`config.mk`:
```
export PLATFORM = sky130hd
export DESIGN_NAME = cache_port_limiter
export DESIGN_NICKNAME = d
export VERILOG_FILES = /design/src/rtl/cpl_pkg.sv /design/src/rtl/cpl_read_arb.sv /design/src/rtl/cpl_write_arb.sv /design/src/rtl/cpl_delay_flags.sv /design/src/rtl/cache_port_limiter.sv
export SDC_FILE = /design/constraint.sdc
export NUM_CORES = 1
export LEC_CHECK = 0
export ABC_CLOCK_PERIOD_IN_PS = 4500
export BUFFER_PORTS_ARGS = -buffer_cell sky130_fd_sc_hd__buf_2
export CAP_MARGIN = 20
export CORE_MARGIN = 2
export CORE_UTILIZATION = 40
export DETAILED_ROUTE_END_ITERATION = 8
export GPL_TIMING_DRIVEN = 1
export PLACE_DENSITY = 0.73
export SYNTH_ARGS = -nofsm -noshare
export SYNTH_HDL_FRONTEND = slang
export SYNTH_HIERARCHICAL = 1
export SYNTH_SLANG_ARGS = --single-unit
```
`constraint.sdc`:
```
create_clock -name clk -period 4.5 [get_ports clk]
set_input_delay 0.45 -clock clk [delete_from_list [all_inputs] [get_ports clk]]
set_output_delay 0.45 -clock clk [all_outputs]
set_load 0.02 [all_outputs]
```
`src/rtl/cpl_pkg.sv`:
```
package cpl_pkg;
  typedef logic [7:0] slot_t;
  localparam slot_t SLOT_ONE = 8'd1;
endpackage

```
`src/rtl/cpl_read_arb.sv`:
```
module cpl_read_arb
  import cpl_pkg::*;
#(
  parameter int LANES = 2,
  parameter int LIMIT = 1,
  parameter int TID_W = 1
) (
  input  logic                   clk,
  input  logic                   rst_n,
  input  logic [LANES-1:0]       ld_valid,
  input  logic [LANES-1:0]       ld_split,
  input  logic [LANES*TID_W-1:0] ld_tid,
  input  logic                   flush_valid,
  input  logic [TID_W-1:0]       flush_tid,
  output logic [LANES-1:0]       ld_ready,
  output logic [LANES-1:0]       ld_hi_go,
  output logic                   pend_valid,
  output logic [TID_W-1:0]       pend_tid,
  output logic                   pend_go,
  output logic [TID_W-1:0]       pend_go_tid,
  output slot_t                  blocked
);
  localparam slot_t LIM = slot_t'(LIMIT);

  logic             pend_q;
  logic [TID_W-1:0] pend_tid_q;
  logic             park;
  logic [TID_W-1:0] park_tid;
  slot_t            used;

  always_comb begin
    used     = '0;
    blocked  = '0;
    park     = 1'b0;
    park_tid = '0;
    ld_ready = '0;
    ld_hi_go = '0;
    pend_go  = pend_q && !(flush_valid && flush_tid == pend_tid_q);
    if (pend_go) used = SLOT_ONE;
    for (int i = 0; i < LANES; i++) begin
      if (ld_valid[i]) begin
        if (used < LIM) begin
          ld_ready[i] = 1'b1;
          used = used + SLOT_ONE;
          if (ld_split[i]) begin
            if (used < LIM) begin
              ld_hi_go[i] = 1'b1;
              used = used + SLOT_ONE;
            end else begin
              blocked = blocked + SLOT_ONE;
              if (!(flush_valid && flush_tid == ld_tid[i*TID_W +: TID_W])) begin
                park     = 1'b1;
                park_tid = ld_tid[i*TID_W +: TID_W];
              end
            end
          end
        end else begin
          blocked = blocked + SLOT_ONE;
        end
      end
    end
  end

  always_ff @(posedge clk or negedge rst_n) begin
    if (!rst_n) begin
      pend_q     <= 1'b0;
      pend_tid_q <= '0;
    end else begin
      pend_q     <= park;
      pend_tid_q <= park_tid;
    end
  end

  assign pend_valid  = pend_q;
  assign pend_tid    = pend_tid_q;
  assign pend_go_tid = pend_tid_q;

  a_r1_read_budget: assert property (@(posedge clk) disable iff (!rst_n)
    $countones({pend_go, ld_ready, ld_hi_go}) <= LIMIT);

  a_r3_park_then_go: assert property (@(posedge clk) disable iff (!rst_n)
    park |=> (pend_go || (flush_valid && flush_tid == $past(park_tid))));

  generate
    for (genvar g = 1; g < LANES; g++) begin : g_ord
      a_r2_lane_order: assert property (@(posedge clk) disable iff (!rst_n)
        (ld_valid[g-1] && !ld_ready[g-1]) |-> !ld_ready[g]);
    end
  endgenerate
endmodule

```
`src/rtl/cpl_write_arb.sv`:
```
module cpl_write_arb
  import cpl_pkg::*;
#(
  parameter int LANES = 2,
  parameter int LIMIT = 1
) (
  input  logic             clk,
  input  logic             rst_n,
  input  logic [LANES-1:0] st_valid,
  input  logic [LANES-1:0] st_split,
  output logic [LANES-1:0] st_ready,
  output logic [LANES-1:0] st_hi_go,
  output logic             pend_valid,
  output logic             pend_go,
  output slot_t            blocked
);
  localparam slot_t LIM = slot_t'(LIMIT);

  logic  pend_q;
  logic  park;
  slot_t used;

  always_comb begin
    used     = '0;
    blocked  = '0;
    park     = 1'b0;
    st_ready = '0;
    st_hi_go = '0;
    pend_go  = pend_q;
    if (pend_go) used = SLOT_ONE;
    for (int i = 0; i < LANES; i++) begin
      if (st_valid[i]) begin
        if (used < LIM) begin
          st_ready[i] = 1'b1;
          used = used + SLOT_ONE;
          if (st_split[i]) begin
            if (used < LIM) begin
              st_hi_go[i] = 1'b1;
              used = used + SLOT_ONE;
            end else begin
              blocked = blocked + SLOT_ONE;
              park    = 1'b1;
            end
          end
        end else begin
          blocked = blocked + SLOT_ONE;
        end
      end
    end
  end

  always_ff @(posedge clk or negedge rst_n) begin
    if (!rst_n) pend_q <= 1'b0;
    else        pend_q <= park;
  end

  assign pend_valid = pend_q;

  a_r1_write_budget: assert property (@(posedge clk) disable iff (!rst_n)
    $countones({pend_go, st_ready, st_hi_go}) <= LIMIT);

  a_r7_store_park_go: assert property (@(posedge clk) disable iff (!rst_n)
    park |=> pend_go);

  generate
    for (genvar g = 1; g < LANES; g++) begin : g_stop
      a_r6_store_stop: assert property (@(posedge clk) disable iff (!rst_n)
        (st_valid[g-1] && !st_ready[g-1]) |-> !st_ready[g]);
    end
  endgenerate
endmodule

```
`src/rtl/cpl_delay_flags.sv`:
```
module cpl_delay_flags #(
  parameter int LANES = 2,
  parameter int DEPTH = 8,
  parameter int IDX_W = 3
) (
  input  logic                   clk,
  input  logic                   rst_n,
  input  logic [LANES-1:0]       ld_valid,
  input  logic [LANES-1:0]       ld_ready,
  input  logic [LANES*IDX_W-1:0] ld_idx,
  input  logic                   fwd_v,
  input  logic [IDX_W-1:0]       fwd_idx,
  input  logic                   rs_v,
  input  logic [IDX_W-1:0]       rs_idx,
  output logic [DEPTH-1:0]       delayed
);
  logic [DEPTH-1:0] flags_q;
  logic [DEPTH-1:0] flags_d;

  always_comb begin
    flags_d = flags_q;
    for (int i = 0; i < LANES; i++) begin
      if (ld_valid[i]) flags_d[ld_idx[i*IDX_W +: IDX_W]] = !ld_ready[i];
    end
    if (fwd_v) flags_d[fwd_idx] = 1'b0;
    if (rs_v)  flags_d[rs_idx]  = 1'b0;
  end

  always_ff @(posedge clk or negedge rst_n) begin
    if (!rst_n) flags_q <= '0;
    else        flags_q <= flags_d;
  end

  assign delayed = flags_q;

  a_r5_fwd_clears: assert property (@(posedge clk) disable iff (!rst_n)
    fwd_v |=> !delayed[$past(fwd_idx)]);

  a_r5_rsch_clears: assert property (@(posedge clk) disable iff (!rst_n)
    rs_v |=> !delayed[$past(rs_idx)]);
endmodule

```
`src/rtl/cache_port_limiter.sv`:
```
module cache_port_limiter
  import cpl_pkg::*;
#(
  parameter int RD_LIMIT = 1,
  parameter int WR_LIMIT = 1,
  parameter int LD_LANES = 2,
  parameter int ST_LANES = 2,
  parameter int LQ_DEPTH = 8,
  parameter int TID_W    = 1,
  parameter int CNT_W    = 16,
  parameter int IDX_W    = $clog2(LQ_DEPTH)
) (
  input  logic                      clk,
  input  logic                      rst_n,
  input  logic [LD_LANES-1:0]       ld_valid,
  input  logic [LD_LANES-1:0]       ld_split,
  input  logic [LD_LANES*TID_W-1:0] ld_tid,
  input  logic [LD_LANES*IDX_W-1:0] ld_idx,
  output logic [LD_LANES-1:0]       ld_ready,
  output logic [LD_LANES-1:0]       ld_hi_go,
  input  logic [ST_LANES-1:0]       st_valid,
  input  logic [ST_LANES-1:0]       st_split,
  output logic [ST_LANES-1:0]       st_ready,
  output logic [ST_LANES-1:0]       st_hi_go,
  output logic                      split_pend,
  output logic [TID_W-1:0]          split_pend_tid,
  output logic                      split_go,
  output logic [TID_W-1:0]          split_go_tid,
  output logic                      st_pend,
  output logic                      st_pend_go,
  input  logic                      fwd_clr_valid,
  input  logic [IDX_W-1:0]          fwd_clr_idx,
  input  logic                      rsch_clr_valid,
  input  logic [IDX_W-1:0]          rsch_clr_idx,
  input  logic                      flush_valid,
  input  logic [TID_W-1:0]          flush_tid,
  output logic [LQ_DEPTH-1:0]       lq_delayed,
  output logic [CNT_W-1:0]          rd_block_cnt,
  output logic [CNT_W-1:0]          wr_block_cnt
);
  slot_t rd_blocked;
  slot_t wr_blocked;
  logic [CNT_W-1:0] rd_cnt_q;
  logic [CNT_W-1:0] wr_cnt_q;

  cpl_read_arb #(.LANES(LD_LANES), .LIMIT(RD_LIMIT), .TID_W(TID_W)) u_rd (
    .clk(clk), .rst_n(rst_n),
    .ld_valid(ld_valid), .ld_split(ld_split), .ld_tid(ld_tid),
    .flush_valid(flush_valid), .flush_tid(flush_tid),
    .ld_ready(ld_ready), .ld_hi_go(ld_hi_go),
    .pend_valid(split_pend), .pend_tid(split_pend_tid),
    .pend_go(split_go), .pend_go_tid(split_go_tid),
    .blocked(rd_blocked)
  );

  cpl_write_arb #(.LANES(ST_LANES), .LIMIT(WR_LIMIT)) u_wr (
    .clk(clk), .rst_n(rst_n),
    .st_valid(st_valid), .st_split(st_split),
    .st_ready(st_ready), .st_hi_go(st_hi_go),
    .pend_valid(st_pend), .pend_go(st_pend_go),
    .blocked(wr_blocked)
  );

  cpl_delay_flags #(.LANES(LD_LANES), .DEPTH(LQ_DEPTH), .IDX_W(IDX_W)) u_flags (
    .clk(clk), .rst_n(rst_n),
    .ld_valid(ld_valid), .ld_ready(ld_ready), .ld_idx(ld_idx),
    .fwd_v(fwd_clr_valid), .fwd_idx(fwd_clr_idx),
    .rs_v(rsch_clr_valid), .rs_idx(rsch_clr_idx),
    .delayed(lq_delayed)
  );

  always_ff @(posedge clk or negedge rst_n) begin
    if (!rst_n) begin
      rd_cnt_q <= '0;
      wr_cnt_q <= '0;
    end else begin
      rd_cnt_q <= rd_cnt_q + CNT_W'(rd_blocked);
      wr_cnt_q <= wr_cnt_q + CNT_W'(wr_blocked);
    end
  end

  assign rd_block_cnt = rd_cnt_q;
  assign wr_block_cnt = wr_cnt_q;

  a_r8_rd_cnt_step: assert property (@(posedge clk) disable iff (!rst_n)
    (ld_valid == '0) |=> (rd_block_cnt == $past(rd_block_cnt)));

  a_r9_wr_cnt_step: assert property (@(posedge clk) disable iff (!rst_n)
    (st_valid == '0) |=> (wr_block_cnt == $past(wr_block_cnt)));
endmodule

```
==> metrics.md <==
| Metric | Value |
|---|---|
| Outcome | completed |
| P_leak | about 1.6 nW |
| Fin crit period | around 3.3 ns |
| Number of synthesized flops with an enable pin | 0 |
| Port Buf Inserts | between 70 and 80 |
| Share of flip-flops with an asynchronous set or reset | 100% |
| Pins Over Slew Limit | 0 |
| CTS Hold Bufs | 0 |
| Area Growth Syn to Fin | 18.2% |
| Largest net degree at the start of global routing | 44 |
| Wire length of the first global-routing pass | about 11000 um |
| Synthesis Warnings | 6 |
| Final instance area | between 0.003 and 0.004 sq mm |
| Post-CTS Resized | 0 |
| IO Pins | slightly above 80 |
| Worst-Skew Late Latency | roughly 0.29 ns |
| TritonCTS Buffers | 5 |
| Peak Freq | roughly 300 MHz |
| CORE AREA | 0.00721 sq mm |
| WP data required | between 4 and 5 ns |
| Max clock buf depth | 2 |
| Hold crit path type | in -> async |
| Setup ws final | 1.22 ns |
| Vias per cell | about 5.3 |
| Synthesized area | between 0.002 and 0.003 sq mm |
| Row cnt | 31 |
| WL/cell | around 14 um |
| Dpl ws | around 1 ns |
| Initial drt markers | ~180 |
| Layout Nets | around 420 |
| Unrepaired setup endpoints after global routing | false |
| Initial Utilization | between 40% and 50% |
| Gr ovfl total | 0 |
| Synth cell types | 50 |
| Detailed Route WL | 6480 um |
| Arr. time, crit path | 3.45 ns |
| CTS root buf | clkbuf_8 |
| Layout cells sized above 1 | 26.4% |
| Vias in the first global route | 2308 |
| Pwr/cell area | between 600 and 700 mW/mm^2 |
| #FFs+latches synth | 43 |
| Post-CTS Setup Repair Bufs | 0 |
| CP Capture Type | flop |
| Die H | 90.1 um |
| Peak VDD IR | ~0.32 mV |
| Number of H-tree levels | 2 |
| Global-route usage over all layers | between 10% and 20% |
| Die ar. | 0.00812 sq mm |
| Setup TNS | 0 ns |
| Total clock sinks | 43 |
| Post-synth top flop | dfrtp_1 |
| TritonCTS clock tree | done |
| Hold WS | ~0.0090 ns |
| DRC | 0 |
| Drt pass-1 iters | 4 |
| ANT cells | 0 |
| Placed cell areas | between 0.003 and 0.004 sq mm |
| Initial antenna violation count | 0 |
| MaxCap Viol Count | 0 |
| Syn avg cell area | slightly above 10 sq um |
| DP Wirelength | ~5000 um |
| DIE WIDTH | about 90 um |
| CTS clk-pin slew, worst paths | about 0.09 ns |
| RePlAce Congestion | around 0.79 |
| Setup CP Type | reg -> reg |
| Syn Inst Count | just under 300 |
| Core Util, Final | 48.6% |
| Worst-path fanout max | 9 |
| Final setup fails | 0 |
| Part of the cycle the worst path needs | 72.9% |
| Sequential area share after synthesis | 36.3% |
| Setup Skew | between 0.007 and 0.008 ns |
| Commonest non-fill, non-tap cell in the layout | buf_2 |
| Antenna Nets Post-Route | 0 |
| Most frequent cells in the layout | buf_2, dfrtp_1, xnor2_1 |
| Critical Path Source Type | flop |
| Final Hold Viols | 0 |
| Via count | about 2500 |
-- layout make-up --
type	count	area [sq um]
clock buffers	6	72.6
inverters	1	3.75
multi-input cells	241	1760
repair buffers	78	405
well taps	99	124
fillers	686	3710
flip-flops and latches	43	1080
clock inverters	2	60.1
-- worst max-delay path: stages (launching register included) --
cell and delay, ns:
dfrtp_1 0.41, xnor2_1 0.25, a21boi_4 0.14, o21a_4 0.22
ha_1 0.27, o21ai_1 0.16, a221oi_2 0.08, ha_1 0.25
fa_1 0.42, a21o_1 0.22, a221oi_2 0.42, a211oi_1 0.16
xor2_1 0.16
-- report_power, final --
part	switching [mW]	total [mW]	internal [mW]	leakage, nW
clock	0.133	0.355	0.222	0.0654
combinational	0.662	1.10	0.436	1.03
sequential	0.124	0.667	0.543	0.529
total	0.919	2.12	1.20	1.62
-- state kept, by name, indices dropped and copies added (netlist names) --
name and cells:
wr_block_cnt 16, u_flags/delayed 8, u_rd/pend_go_tid 1, u_rd/pend_valid 1, rd_block_cnt 16, u_wr/pend_go 1
-- cells in the mapped netlist (2+ instances only) --
cell	number	area share, %
buf_6	2	0.76
nand4bb_1	3	1.1
a21oi_1	13	2.2
nand4_1	3	0.63
nor3b_1	6	1.5
o41ai_1	2	0.59
a221oi_2	3	1.5
fa_1	2	1.3
nand2b_1	6	1.3
o221ai_1	4	1.2
o21ai_0	14	2.4
nand3b_1	3	0.76
a211oi_1	9	2.3
and3_1	7	1.5
nand4b_1	3	0.89
nor2b_1	5	1.1
o31ai_1	4	1.0
a21o_1	6	1.5
xor2_1	12	3.5
o21ai_1	4	0.67
o21a_1	5	1.3
ha_1	18	7.6
dfrtp_1	43	36
nor2_1	15	1.9
a21oi_2	2	0.59
nor3_1	6	1.0
o211ai_1	6	1.5
conb_1	2	0.25
nand2_1	12	1.5
xnor2_1	19	5.6
a211oi_2	3	1.3
a22oi_1	4	1.0
a32oi_1	3	0.89
a31oi_1	2	0.42
nand3_1	10	1.7
buf_4	19	4.8
-- stage by stage --
| step | power (mW) | cells |
|---|---|---|
| 2_1_floorplan | 1.47 | 308 |
| 3_3_place_gp | 1.73 | 461 |
| 3_5_place_dp | 1.75 | 461 |
| 4_1_cts | 2.12 | 469 |
| 5_1_grt | 2.28 | 470 |
| 6_report | 2.12 | 470 |
-- kinds of logic (layout without fill, tap and decap cells) --
group           after synthesis  count (layout)  share of synthesized area, %
compound gates               88              88                          22.1
xor+xnor                     31              31                          9.15
fa+ha+maj                    20              20                          8.94
buf+inv                      24              87                          6.03
flops                        43              43                          36.3
other cells                   2              16                         0.253
simple gates                 86              86                          17.3
-- path summary, 6_finish.rpt --
check,startpoint,slack [ns],cells after the start,end
worst max-delay path,u_rd/pend_go_tid,1.22,12,rd_block_cnt[14]
worst min-delay path,rst_n,0.009,1,rd_block_cnt[5]
worst max register to register,u_rd/pend_go_tid,1.22,12,rd_block_cnt[14]
worst min register to register,rd_block_cnt[15],0.47,1,rd_block_cnt[15]
max in group asynchronous,rst_n,4.02,2,wr_block_cnt[5]
min in group clk,st_split[0],0.43,3,u_wr/pend_go
-- metal layers --
metal / wire length [um] / track usage, % / part of all wire (%)
met1: 2960 / 20.7 / 46
met4: 36 / 2.95 / 0.56
met2: 3150 / 26.0 / 49
met3: 337 / 3.94 / 5.2
met5: 0 / 0 / 0
Note: power is estimated with default switching activity, not from simulation.
